File: src/rtl/irq_comb_pkg.sv
package irq_comb_pkg;

  // Register kind within a word's 16-byte slot, decoded from address bits [3:2].
  typedef enum logic [1:0] {
    SEL_EN_SET = 2'd0,
    SEL_EN_CLR = 2'd1,
    SEL_RAW    = 2'd2,
    SEL_MASKED = 2'd3
  } word_sel_e;

  localparam int unsigned SLOT_BYTES  = 16;
  localparam int unsigned PEND_OFFSET = 'h100;

endpackage

File: src/rtl/irq_src_sync.sv
module irq_src_sync #(
  parameter int WIDTH = 256
) (
  input  logic             clk,
  input  logic             rst_n,
  input  logic [WIDTH-1:0] async_i,
  output logic [WIDTH-1:0] sync_o
);

  logic [WIDTH-1:0] meta_q;
  logic [WIDTH-1:0] sync_q;

  always_ff @(posedge clk or negedge rst_n) begin
    if (!rst_n) begin
      meta_q <= '0;
      sync_q <= '0;
    end else begin
      meta_q <= async_i;
      sync_q <= meta_q;
    end
  end

  assign sync_o = sync_q;

endmodule

File: src/rtl/irq_enable_bank.sv
module irq_enable_bank #(
  parameter int NUM_WORDS = 8,
  parameter int DATA_W    = 32,
  parameter int IDX_W     = 3
) (
  input  logic                        clk,
  input  logic                        rst_n,
  input  logic                        set_stb_i,
  input  logic                        clr_stb_i,
  input  logic [IDX_W-1:0]            word_idx_i,
  input  logic [DATA_W-1:0]           wdata_i,
  output logic [NUM_WORDS*DATA_W-1:0] en_o
);

  for (genvar w = 0; w < NUM_WORDS; w++) begin : g_word
    logic              hit;
    logic              en_ce;
    logic [DATA_W-1:0] set_mask;
    logic [DATA_W-1:0] clr_mask;
    logic [DATA_W-1:0] en_d;
    logic [DATA_W-1:0] en_q;

    always_comb begin
      hit      = (word_idx_i == IDX_W'(w));
      set_mask = (set_stb_i && hit) ? wdata_i : '0;
      clr_mask = (clr_stb_i && hit) ? wdata_i : '0;
      en_ce    = (set_stb_i || clr_stb_i) && hit;
      // clear wins over set for the same bit
      en_d     = (en_q | set_mask) & ~clr_mask;
    end

    always_ff @(posedge clk or negedge rst_n) begin
      if (!rst_n) begin
        en_q <= '0;
      end else if (en_ce) begin
        en_q <= en_d;
      end
    end

    assign en_o[w*DATA_W +: DATA_W] = en_q;
  end

endmodule

File: src/rtl/irq_group_reduce.sv
module irq_group_reduce #(
  parameter int NUM_GROUPS = 32,
  parameter int GROUP_W    = 8,
  localparam int NUM_SRC   = NUM_GROUPS * GROUP_W
) (
  input  logic                  clk,
  input  logic                  rst_n,
  input  logic [NUM_SRC-1:0]    raw_i,
  input  logic [NUM_SRC-1:0]    en_i,
  output logic [NUM_GROUPS-1:0] grp_o
);

  logic [NUM_GROUPS-1:0] grp_d;
  logic [NUM_GROUPS-1:0] grp_q;
  logic                  grp_ce;

  for (genvar g = 0; g < NUM_GROUPS; g++) begin : g_grp
    assign grp_d[g] = |(raw_i[g*GROUP_W +: GROUP_W] & en_i[g*GROUP_W +: GROUP_W]);
  end

  assign grp_ce = (grp_d != grp_q);

  always_ff @(posedge clk or negedge rst_n) begin
    if (!rst_n) begin
      grp_q <= '0;
    end else if (grp_ce) begin
      grp_q <= grp_d;
    end
  end

  assign grp_o = grp_q;

endmodule

File: src/rtl/grp_irq_combiner.sv
module grp_irq_combiner
  import irq_comb_pkg::*;
#(
  parameter int NUM_GROUPS = 32,
  parameter int GROUP_W    = 8,
  parameter int DATA_W     = 32,
  parameter int ADDR_W     = 9,
  localparam int NUM_SRC   = NUM_GROUPS * GROUP_W
) (
  input  logic                  clk,
  input  logic                  rst_n,
  input  logic [NUM_SRC-1:0]    src_lvl_i,
  input  logic                  bus_wr_i,
  input  logic                  bus_rd_i,
  input  logic [ADDR_W-1:0]     bus_addr_i,
  input  logic [DATA_W-1:0]     bus_wdata_i,
  output logic [DATA_W-1:0]     bus_rdata_o,
  output logic [NUM_GROUPS-1:0] grp_irq_o
);

  localparam int GRP_PER_WORD = DATA_W / GROUP_W;
  localparam int NUM_WORDS    = NUM_GROUPS / GRP_PER_WORD;
  localparam int IDX_W        = (NUM_WORDS > 1) ? $clog2(NUM_WORDS) : 1;
  localparam logic [ADDR_W:0]   WIN_END   = (ADDR_W+1)'(NUM_WORDS * SLOT_BYTES);
  localparam logic [ADDR_W-1:0] PEND_ADDR = ADDR_W'(PEND_OFFSET);

  logic [NUM_SRC-1:0] raw_flat;
  logic [NUM_SRC-1:0] en_flat;
  logic [DATA_W-1:0]  raw_w [NUM_WORDS];
  logic [DATA_W-1:0]  en_w  [NUM_WORDS];

  logic              win_hit;
  logic              pend_hit;
  logic [IDX_W-1:0]  word_idx;
  word_sel_e         sel;
  logic              set_stb;
  logic              clr_stb;
  logic [DATA_W-1:0] rdata_d;

  // address decode
  always_comb begin
    win_hit  = ({1'b0, bus_addr_i} < WIN_END) && (bus_addr_i[1:0] == 2'b00);
    pend_hit = (bus_addr_i == PEND_ADDR);
    word_idx = bus_addr_i[IDX_W+3:4];
    sel      = word_sel_e'(bus_addr_i[3:2]);
    set_stb  = bus_wr_i && win_hit && (sel == SEL_EN_SET);
    clr_stb  = bus_wr_i && win_hit && (sel == SEL_EN_CLR);
  end

  irq_src_sync #(.WIDTH(NUM_SRC)) u_sync (
    .clk     (clk),
    .rst_n   (rst_n),
    .async_i (src_lvl_i),
    .sync_o  (raw_flat)
  );

  irq_enable_bank #(
    .NUM_WORDS (NUM_WORDS),
    .DATA_W    (DATA_W),
    .IDX_W     (IDX_W)
  ) u_en (
    .clk        (clk),
    .rst_n      (rst_n),
    .set_stb_i  (set_stb),
    .clr_stb_i  (clr_stb),
    .word_idx_i (word_idx),
    .wdata_i    (bus_wdata_i),
    .en_o       (en_flat)
  );

  irq_group_reduce #(
    .NUM_GROUPS (NUM_GROUPS),
    .GROUP_W    (GROUP_W)
  ) u_red (
    .clk   (clk),
    .rst_n (rst_n),
    .raw_i (raw_flat),
    .en_i  (en_flat),
    .grp_o (grp_irq_o)
  );

  for (genvar w = 0; w < NUM_WORDS; w++) begin : g_view
    assign raw_w[w] = raw_flat[w*DATA_W +: DATA_W];
    assign en_w[w]  = en_flat[w*DATA_W +: DATA_W];
  end

  // read mux
  always_comb begin
    rdata_d = '0;
    if (bus_rd_i) begin
      if (win_hit) begin
        unique case (sel)
          SEL_EN_SET,
          SEL_EN_CLR: rdata_d = en_w[word_idx];
          SEL_RAW:    rdata_d = raw_w[word_idx];
          SEL_MASKED: rdata_d = raw_w[word_idx] & en_w[word_idx];
          default:    rdata_d = '0;
        endcase
      end else if (pend_hit) begin
        rdata_d[NUM_GROUPS-1:0] = grp_irq_o;
      end
    end
  end

  assign bus_rdata_o = rdata_d;

endmodule

File: config.mk
export PLATFORM = sky130hd
export DESIGN_NAME = grp_irq_combiner
export DESIGN_NICKNAME = d
export VERILOG_FILES = /design/src/rtl/irq_comb_pkg.sv /design/src/rtl/irq_src_sync.sv /design/src/rtl/irq_enable_bank.sv /design/src/rtl/irq_group_reduce.sv /design/src/rtl/grp_irq_combiner.sv
export SDC_FILE = /design/constraint.sdc
export NUM_CORES = 1
export LEC_CHECK = 0
export ABC_AREA = 1
export BUFFER_PORTS_ARGS = -buffer_cell sky130_fd_sc_hd__buf_2
export CAP_MARGIN = 40
export CORE_MARGIN = 4
export CORE_UTILIZATION = 40
export DETAILED_ROUTE_END_ITERATION = 8
export PLACE_DENSITY = 0.59
export SLEW_MARGIN = 20
export SYNTH_ARGS = -nofsm -noshare
export SYNTH_HDL_FRONTEND = slang
export SYNTH_SLANG_ARGS = --single-unit
File: constraint.sdc
create_clock -name clk -period 1.6 [get_ports clk]
set_input_delay 0.16 -clock clk [delete_from_list [all_inputs] [get_ports clk]]
set_output_delay 0.16 -clock clk [all_outputs]
set_load 0.005 [all_outputs]
* Word-level counts from Yosys, hierarchy flattened *
Index checks and enable logic that the tools add are counted.

cells by class
  add/sub/neg operators = 0
  $mul = 0
  div/mod/pow operators = 0
  $lt $le $gt $ge = 2
  eq/ne operators = 12
  shift-type cells = 0
  multiplexer cells = 26
  bitwise gates (word level) = 58
  reductions and logical operators = 65

operators by type and width
  cell                                                       count
  two-way mux 32 bit                                         23
  bitwise AND 32 bit                                         9
  bitwise AND 8 bit                                          32
  NOT 32 bit                                                 8
  bitwise OR 32 bit                                          8
  OR reduction 8 bit                                         32
  binary-select mux 32 bit (select 3 bit)                    2
  case mux 32 bit (3 select lines)                           1
  inequality test 32 bit                                     1
  logical AND 1 bit                                          28
  == test 3 bit (second input constant)                      4
  == test 9 bit (second input constant)                      1
  < comparator 9 x 8 -> 1 bit (second input constant)        1
  == test 3 x 2 -> 1 bit (second input constant)             2
  == test 2 bit (second input constant)                      2
  greater-or-equal comparator 4 bit (second input constant)  1
  logical NOT 2 bit                                          2
  NOT 3 -> 4 bit                                             1
  == test 3 x 1 -> 1 bit (second input constant)             1
  logical NOT 3 bit                                          1
  == test 2 x 1 -> 1 bit (second input constant)             1
  OR reduction 2 bit                                         1
  logical OR 1 bit                                           1

storage, ports and cells
  flip-flop bits (word level) = 800
  latch bits = 0
  bits in writable memories = 0
  bits in read-only memories = 0
  input port bits = 301
  output and inout port bits = 64
  word-level logic and storage cells = 174
  memories = 0

* Depth between registers and ports, before layout *
Gate-level depths: netlist of the first run.

  depth after elaboration = 8
  gate-level depth with buffers = 12
  mapped depth without buffers = 9

* By module *
From an unflattened synthesis of the first run, not the netlist that was laid out.

unflattened totals
  cells, all modules = 3743
  area, all modules = 33248.1 sq um

modules (own cells, without submodules)
  module            instances  cells an instance  area each (sq um)  seq. area each (sq um)
  irq_src_sync      1          512                12812.3            12812.3
  irq_enable_bank   1          1461               11939.0            6406.1
  grp_irq_combiner  1          1258               5894.4             0.0
  irq_group_reduce  1          512                2602.5             800.8

* Worst setup path before layout of the first run *
No wires, ideal clock.

  kind = input-to-output
  from = in bus_addr_i[4]
  to = out bus_rdata_o[4]
  arrival = 1448 ps
  data required time = 1440 ps
  slack = -8 ps
  stages = 12
  path buffers = 3
  cell sequence = buf_2 inv_1 clkbuf_1 clkbuf_1 nand2_1 nand2_1 nand2_1 nand2_1 nand2_1 nand3_1 nand2_1 a21oi_1

between the ends
  longest elaborated chain between the ends = 8
  elaborated cells on any way between the ends = 15
  classes of those cells = order compare: 1; eq/ne: 1; mux: 10; bitwise: 2; reduce/logical: 1

ends and longest elaborated chain
  what                                                        RTL line                                                                RTL
  from (decl)                                                 grp_irq_combiner.sv:15                                                  input logic [ADDR_W-1:0] bus_addr_i,
  NOT 3 -> 4 bit (implied by the code)                        grp_irq_combiner.sv:94, grp_irq_combiner.sv:95, grp_irq_combiner.sv:96
  binary-select mux 32 bit (select 3 bit) (on tied branches)  grp_irq_combiner.sv:95, grp_irq_combiner.sv:96, grp_irq_combiner.sv:94
  two-way mux 32 bit (on tied branches) (2 in a row)          grp_irq_combiner.sv:95, grp_irq_combiner.sv:96, grp_irq_combiner.sv:94
  bitwise AND 32 bit                                          grp_irq_combiner.sv:96                                                  SEL_MASKED: rdata_d = raw_w[word_idx] & en_w[word_idx];
  case mux 32 bit (3 select lines)                            grp_irq_combiner.sv:92                                                  unique case (sel)
  two-way mux 32 bit (*)                                      grp_irq_combiner.sv:91                                                  if (win_hit) begin
  two-way mux 32 bit (*)                                      grp_irq_combiner.sv:90                                                  if (bus_rd_i) begin
  to (decl)                                                   grp_irq_combiner.sv:17                                                  output logic [DATA_W-1:0] bus_rdata_o,

Mark *: on every way between the ends. The rest lies on a longest branch, timed or not. The select of a mux whose other input is x is not followed.

* Worst setup path in the final report of the first run *
  from = reg u_sync.sync_q[127] (netlist: u_sync.sync_o[127])
  to = out bus_rdata_o[31]

between the ends
  longest elaborated chain between the ends = 7

ends and longest elaborated chain
  what                                                       RTL line                                        RTL
  from (decl)                                                irq_src_sync.sv:11                              logic [WIDTH-1:0] sync_q;
  from (signal assigned)                                     irq_src_sync.sv:19                              sync_q <= meta_q;
  binary-select mux 32 bit (select 3 bit) (*)                grp_irq_combiner.sv:95, grp_irq_combiner.sv:96
  two-way mux 32 bit (implied by the code) (*) (2 in a row)  grp_irq_combiner.sv:95, grp_irq_combiner.sv:96
  bitwise AND 32 bit                                         grp_irq_combiner.sv:96
  case mux 32 bit (3 select lines) (*)                       grp_irq_combiner.sv:92
  two-way mux 32 bit (*)                                     grp_irq_combiner.sv:91
  two-way mux 32 bit (*)                                     grp_irq_combiner.sv:90

Marked as above.

==> impl_results.md, run 1 <==
- Relative slew margins: 54.5%
- DR WL met3: 9000 um
- Most frequent CP cell: nand2_1
- Initial antenna violation count: 5
- Port buffer count: 364
- Worst Path Class, Setup: flip-flop to output port
- Failing checks: setup timing
- Latest clock arrival within the worst-skew pair: 640 ps
- Sequential share of the synthesized area: 63.0%
- Worst-path cell chain: nand2_1, nand2_1, nand2_1, nand2_1, nand2_1, nand3_2, nand2_4, a21oi_4, buf_6, buf_6
- Setup TNS: -10700 ps
- M1 WL: 49200 um
- GPL Wtd Cong: 0.904
- Drt initial violations: 2577
- Synthesized-area fraction occupied by adder cells: 0%
- Synth Area per Inst: 9.22 um2
- Antenna Nets Post-Route: 0
- Mapped Area: 31800 um2
- Synth warnings: 0
- WL/cell: 21.2 um
- Least-Margin Pin Slew: 682 ps
- Outcome: complete, but fails checks
- Share of post-route cells with drive strength above 1: 23.9%
- DRC Markers: 0
- Finish-stage setup viols: 32
- Drt pass-1 iters: 6
- WL met2: 54600 um
- CP max stage delay: 410 ps
- GR Overflow Total: 0
- Htree depth: 3
- Min-Delay Path Class: primary input to asynchronous set/reset pin
- Synth area leader: dfrtp_1
- Dominant cells by area after synthesis: dfrtp_1 (63%), nand2_1 (19%), o21ai_0 (3.5%)
- CP top delay family: simple AND/OR/NAND/NOR gates
- Synth Register Bits: 800
- Critical Path Start Type: flip-flop
- Clock-pin slew on the worst setup and hold paths: 60 ps
- Synth unique cells: 20
- Top FF cell, synth: dfrtp_1
- Worst Path Arrival: 1910 ps
- Clk buf depth: 3
- Req. time, crit path: 1440 ps
- Area share of the largest cell type after synthesis: 63.0%
- Buffers plus inverters on the worst setup path: 2
- Max stage delay cell, worst path: dfrtp_1
- I/O pins: 365
- Worst-path maximum fanout: 2
- Post-synth EDFFs: 0
- Most common cell in the synthesized netlist: nand2_1
- Die X: 290 um
- GRT Total Usage: 27.6%
- Async set or reset register ratio after synthesis: 100%
- Post-DP Area: 36800 um2
- First-pass GRT wire length: 175000 um
- FMAX: 0.483 GHz
- WL final: 117000 um
- CP Capture Type: output port
- Final period utilization: 129%
- P&R area growth vs syn: 40.8%
- Starting Density: 40.3%
- Hold slack: 28.5 ps
- Core area: 78900 um2
- Worst setup margin: -471 ps
- Synth Area in Simple Gates: 22.4%
- Multiplexer share of the synthesized area: 0%
- Vias per cell: 5.18
- Number of global-route vias before repair: 28497
- Num Clock Sinks: 800
- Die H: 290 um
- Highest metal used: met5
- Total power: 47.5 mW
- Largest net degree at the start of global routing: 115
- CTS tree: yes
- Minimum clock period: 2070 ps
- Final Cell Area: 44700 um2
- Total stage count of the critical path: 10
- PD cells: 1060 nW/um2
- DP Wirelength: 76200 um
- Post-synthesis compound-gate area fraction: 10.9%
- DR vias: 28608
- Xor and xnor area share after synthesis: 0%
- Number of max-cap violations: 0
- Worst vdd ir: 0.917 mV
- Die footprint: 84000 um2
- Main combinational cell family by area after synthesis: simple AND/OR/NAND/NOR gates
- Footprint of the multi-input gates: 11000 um2
- Clock skew: 26.4 ps
- FF+latch area: 20000 um2
- Final std cells w/o fill: 5525
- Slew Limit Fails: 0
- RSZ-0062 raised after global routing: yes
- Root buf cell: clkbuf_16
- Post-synthesis net count: 3747
- Total clock buffers created by CTS: 86
- P_leak: 23.1 nW
- FILL cells: 6862
- Top post-synthesis cells by count: nand2_1 (1578), dfrtp_1 (800), o21ai_0 (224)
- Std cell rows: 103
- Mapped Cells: 3446
- R2R depth: 5
- Final hold viol count: 0
- Placed insts: 4860
- NumNets Final: 4702
## where the power goes
group          internal, mW  total, mW  leakage (nW)  switching [mW]
registers              21.1       21.8          9.77           0.658
logic                  2.06       4.70          11.8            2.64
clock network          12.5       21.0          1.47            8.50
## worst paths after layout
| kind | startpoint | end | slack, ps |
|---|---|---|---|
| setup / recovery | u_sync.sync_o[127] | bus_rdata_o[31] | -470 |
| hold / removal | rst_n | u_red.grp_o[22] | 30 |
| setup reg to reg | u_en.g_word[1].en_q[22] | u_red.grp_o[6] | 10 |
| hold reg to reg | u_sync.meta_q[244] | u_sync.sync_o[244] | 340 |
| max in group asynchronous | rst_n | u_red.grp_o[21] | 750 |
| min in group clk | bus_addr_i[2] | u_en.g_word[5].en_q[19] | 50 |
## sequential cells by signal (all words and copies together) (netlist names)
signal	count
u_sync.meta_q	256
u_sync.sync_o	256
u_red.grp_o	32
u_en.g_word.en_q	256
## logic make-up (layout without fill, tap and decap cells)
logic type | after synthesis | in the layout
other | 0 | 5
buffers and inverters | 301 | 1325
DFF | 800 | 800
AOI/OAI and AO/OA | 534 | 534
and+or+nand+nor | 1811 | 1811
## cell type report
| cell class | count | share of cell area, % |
|---|---|---|
| tap | 1050 | 2.94 |
| clock inverter | 45 | 1.18 |
| inverter | 75 | 0.652 |
| antenna | 5 | 0.0280 |
| clock buffer | 112 | 5.58 |
| multi-input combinational | 2345 | 24.5 |
| sequential | 800 | 44.8 |
| timing repair buffer | 1093 | 20.3 |
## per-layer routing
layer,vias to the layer above,track usage (%)
met5,-,0
met4,8,9.71
met3,273,5.13
met2,1318,44.3
li1,13193,-
met1,13816,37.9
## cell usage in the layout (no fill, tap or decap), types with 5 or more instances in the layout
master            n
nand2_1        1542
dfrtp_1         797
buf_4           359
buf_2           358
dlygate4sd3_1   289
o21ai_0         224
nand3_1         126
o31ai_1         118
clkbuf_16        90
buf_12           82
inv_1            71
a22o_1           64
a221oi_1         59
nor2_1           39
a21oi_1          36
nand2_2          34
nand4_1          32
nand3_2          27
a21oi_2          26
clkbuf_8         17
clkinv_2         14
clkinvlp_4        9
bufinv_16         9
inv_6             8
clkbuf_1          6
diode_2           5
a221oi_2          5
## metrics by stage
step / util, % / worst slack, ps
after floorplan: - / -7.91
after global placement: 46.7 / -425
after detailed placement: 46.7 / -392
after CTS: 56.1 / -546
after global routing: 56.7 / -566
final: 56.7 / -471
## timing repair
action / in CTS / in global routing
hold buffers: 289 / 0
setup endpoints to repair: 34 / 36
buffers inserted: 170 / 44
hold endpoints to repair: 944 / 0
pin swaps: 97 / 85
resized for setup: 65 / 38
Power figures use the tool's default switching activity.
==> inputs of run 2 (changes only) <==
Settings changed: SYNTH_HIERARCHICAL set to 1.
==> run 2 against run 1 <==
Compared with the run above:
- the run still ends with setup timing left
- register-to-register slack better by 180 ps
- global-route usage is 0.52 points higher
- clock power up 3%
- maximum frequency is 1.8% higher
- die area is 4.6% higher
- worst setup slack improved by 37 ps
==> impl_results.md, run 2 <==
- Die footprint: 87800 um2
- Footprint of the multi-input gates: 11700 um2
- Most common cell after layout, fill and taps aside: nand2_1
- GR Overflow Total: 0
- Std cell rows: 105
- WL/cell: 21.4 um
- Clock-pin slew on the worst setup and hold paths: 60 ps
- Min-Delay Path Class: primary input to flip-flop
- Mapped Cells: 3743
- NumNets Final: 5009
- Antenna Nets Post-Route: 0
- Share of post-route cells with drive strength above 1: 25.8%
- Sequential share of the synthesized area: 60.2%
- M1 WL: 51100 um
- Starting Density: 40.4%
- Total power: 48.6 mW
- P&R area growth vs syn: 40.4%
- Finish-stage setup viols: 32
- I/O pins: 365
- FILL cells: 7093
- P_leak: 23.5 nW
- Num Clock Sinks: 800
- WL met2: 56700 um
- Top post-synthesis cells by count: nand2_1 (1061), dfrtp_1 (800), nand3_1 (516)
- RSZ-0062 raised after global routing: yes
- Final hold viol count: 0
- Least-Margin Pin Slew: 462 ps
- GRT Total Usage: 28.1%
- R2R depth: 6
- Slew Limit Fails: 0
- Synth warnings: 6
- First-pass GRT wire length: 186000 um
- Clk buf depth: 3
- Post-synthesis net count: 4044
- Number of max-cap violations: 0
- Pre-CTS setup slack: -490 ps
- Worst reg-to-reg setup slack: 190 ps
- Die X: 296 um
- Synth unique cells: 21
- Async set or reset register ratio after synthesis: 100%
- Req. time, crit path: 1440 ps
- CTS tree: yes
- Initial antenna violation count: 8
- Worst Hold End: u_en/g_word[5].en_q[23]
- DP Wirelength: 83800 um
- Number of global-route vias before repair: 30482
- Min-delay src: bus_addr_i[6]
- Dominant cells by area after synthesis: dfrtp_1 (60%), nand2_1 (12%), nand3_1 (7.8%)
- Core area: 82200 um2
- Drt pass-1 iters: 6
- Post-synth EDFFs: 0
- Minimum clock period: 2030 ps
- CP Capture Type: output port
- Worst Path Arrival: 1870 ps
- Port buffer count: 364
- Area share of the largest cell type after synthesis: 60.2%
- Mapped Area: 33200 um2
- Vias per cell: 5.26
- Synth Register Bits: 800
- Latest clock arrival within the worst-skew pair: 650 ps
- GPL Wtd Cong: 0.932
- Most frequent cells in the layout: nand2_1 (1023), dfrtp_1 (787), buf_4 (383)
- Highest metal used: met5
- Worst setup margin: -434 ps
- Critical Path Start Type: flip-flop
- Total clock buffers created by CTS: 87
- Final period utilization: 127%
- WL final: 125000 um
- Synth area leader: dfrtp_1
- Most common cell in the synthesized netlist: nand2_1
- Failing checks: setup timing
- Worst Path Class, Setup: flip-flop to output port
- Hold path cells: 4
- RR Endpoint: u_red/grp_o[23]
- PD cells: 1040 nW/um2
- Worst-path maximum fanout: 2
- Clock skew: 25.8 ps
- Htree depth: 3
- DRC Markers: 0
- Crit Reg-Reg Startpoint: u_en/g_word[5].en_q[29]
- DR vias: 30788
- Top FF cell, synth: dfrtp_1
- Die H: 296 um
- Outcome: complete, but fails checks
- Synth Area per Inst: 8.88 um2
- Drt initial violations: 3077
- Relative slew margins: 69.2%
- Largest net degree at the start of global routing: 62
- DR WL met3: 11900 um
- Root buf cell: clkbuf_16
- FMAX: 0.492 GHz
- Worst vdd ir: 1.17 mV
- FF+latch area: 20000 um2
-- run 2: layout make-up --
class / count / share of cell area (%)
Inverter: 299 / 2.43
Tap cell: 1070 / 2.87
Antenna cell: 4 / 0.0214
Clock buffer: 112 / 5.28
Clock inverter: 43 / 1.36
Multi-Input combinational cell: 2394 / 25.1
Timing Repair Buffer: 1126 / 20.1
Sequential cell: 800 / 42.9
-- run 2: worst max path at each step --
stage,cells past startpoint,slack [ps],to,startpoint
2_1_floorplan,10,-120,u_en/g_word[1].en_q[10],bus_addr_i[1]
3_3_place_gp,10,-390,u_en/g_word[0].en_q[21],bus_addr_i[1]
3_5_place_dp,10,-490,u_en/g_word[0].en_q[21],bus_addr_i[1]
4_1_cts,8,-500,bus_rdata_o[0],u_sync/sync_o[128]
5_1_grt,8,-510,bus_rdata_o[20],u_en/g_word[1].en_q[20]
6_report,8,-430,bus_rdata_o[0],u_sync/sync_o[96]
-- run 2: through the flow --
stage | hold WS (ps) | area [um2] | TNS (ps) | util, % | cells
after floorplan | -136 | 33500 | -20220 | - | 3743
after global placement | 62.5 | 37900 | -81720 | 46.1 | 5182
after detailed placement | 72.3 | 37900 | -109990 | 46.1 | 5182
after CTS | 10.5 | 45500 | -11210 | 55.3 | 5767
after global routing | 38.8 | 46700 | -12910 | 56.8 | 5847
final | 61.3 | 46700 | -10040 | 56.8 | 5848
-- run 2: logic make-up (layout without fill, tap and decap cells) --
logic type	Yosys count	in the layout	share of synthesized area [%]
flip-flops	800	800	60.2
AND/OR/NAND/NOR	2106	2106	27.3
AO/OA/AOI/OAI	288	288	4.67
other	0	4	0
buffers and inverters	549	1580	7.79
-- run 2: power breakdown --
| part | internal, mW | switching (mW) | leakage [nW] |
|---|---|---|---|
| Combinational | 2.24 | 3.02 | 13.4 |
| Sequential | 21.1 | 0.543 | 8.52 |
| Clock | 13.3 | 8.44 | 1.52 |
| Total | 36.6 | 12.0 | 23.5 |
-- run 2: per-layer routing --
layer	GRT usage [%]	vias up
li1	-	13985
met1	38.4	14826
met2	44.1	1651
met3	6.17	324
met4	10.9	2
met5	0	-
-- run 2: critical path, stage by stage (launching register included) --
cell and delay, ps:
dfrtp_1 450, nand2_1 100, nand3_2 80, nand3_2 80
nand3_2 70, nand2_2 80, a21oi_4 130, buf_6 150
buf_6 100
-- run 2: timing repair --
item	in CTS	in global routing
setup buffers	136	77
gates resized for setup	106	132
hold buffers	294	0
setup endpoints to repair	34	33
pin swaps	94	99
hold endpoints to repair	1063	0
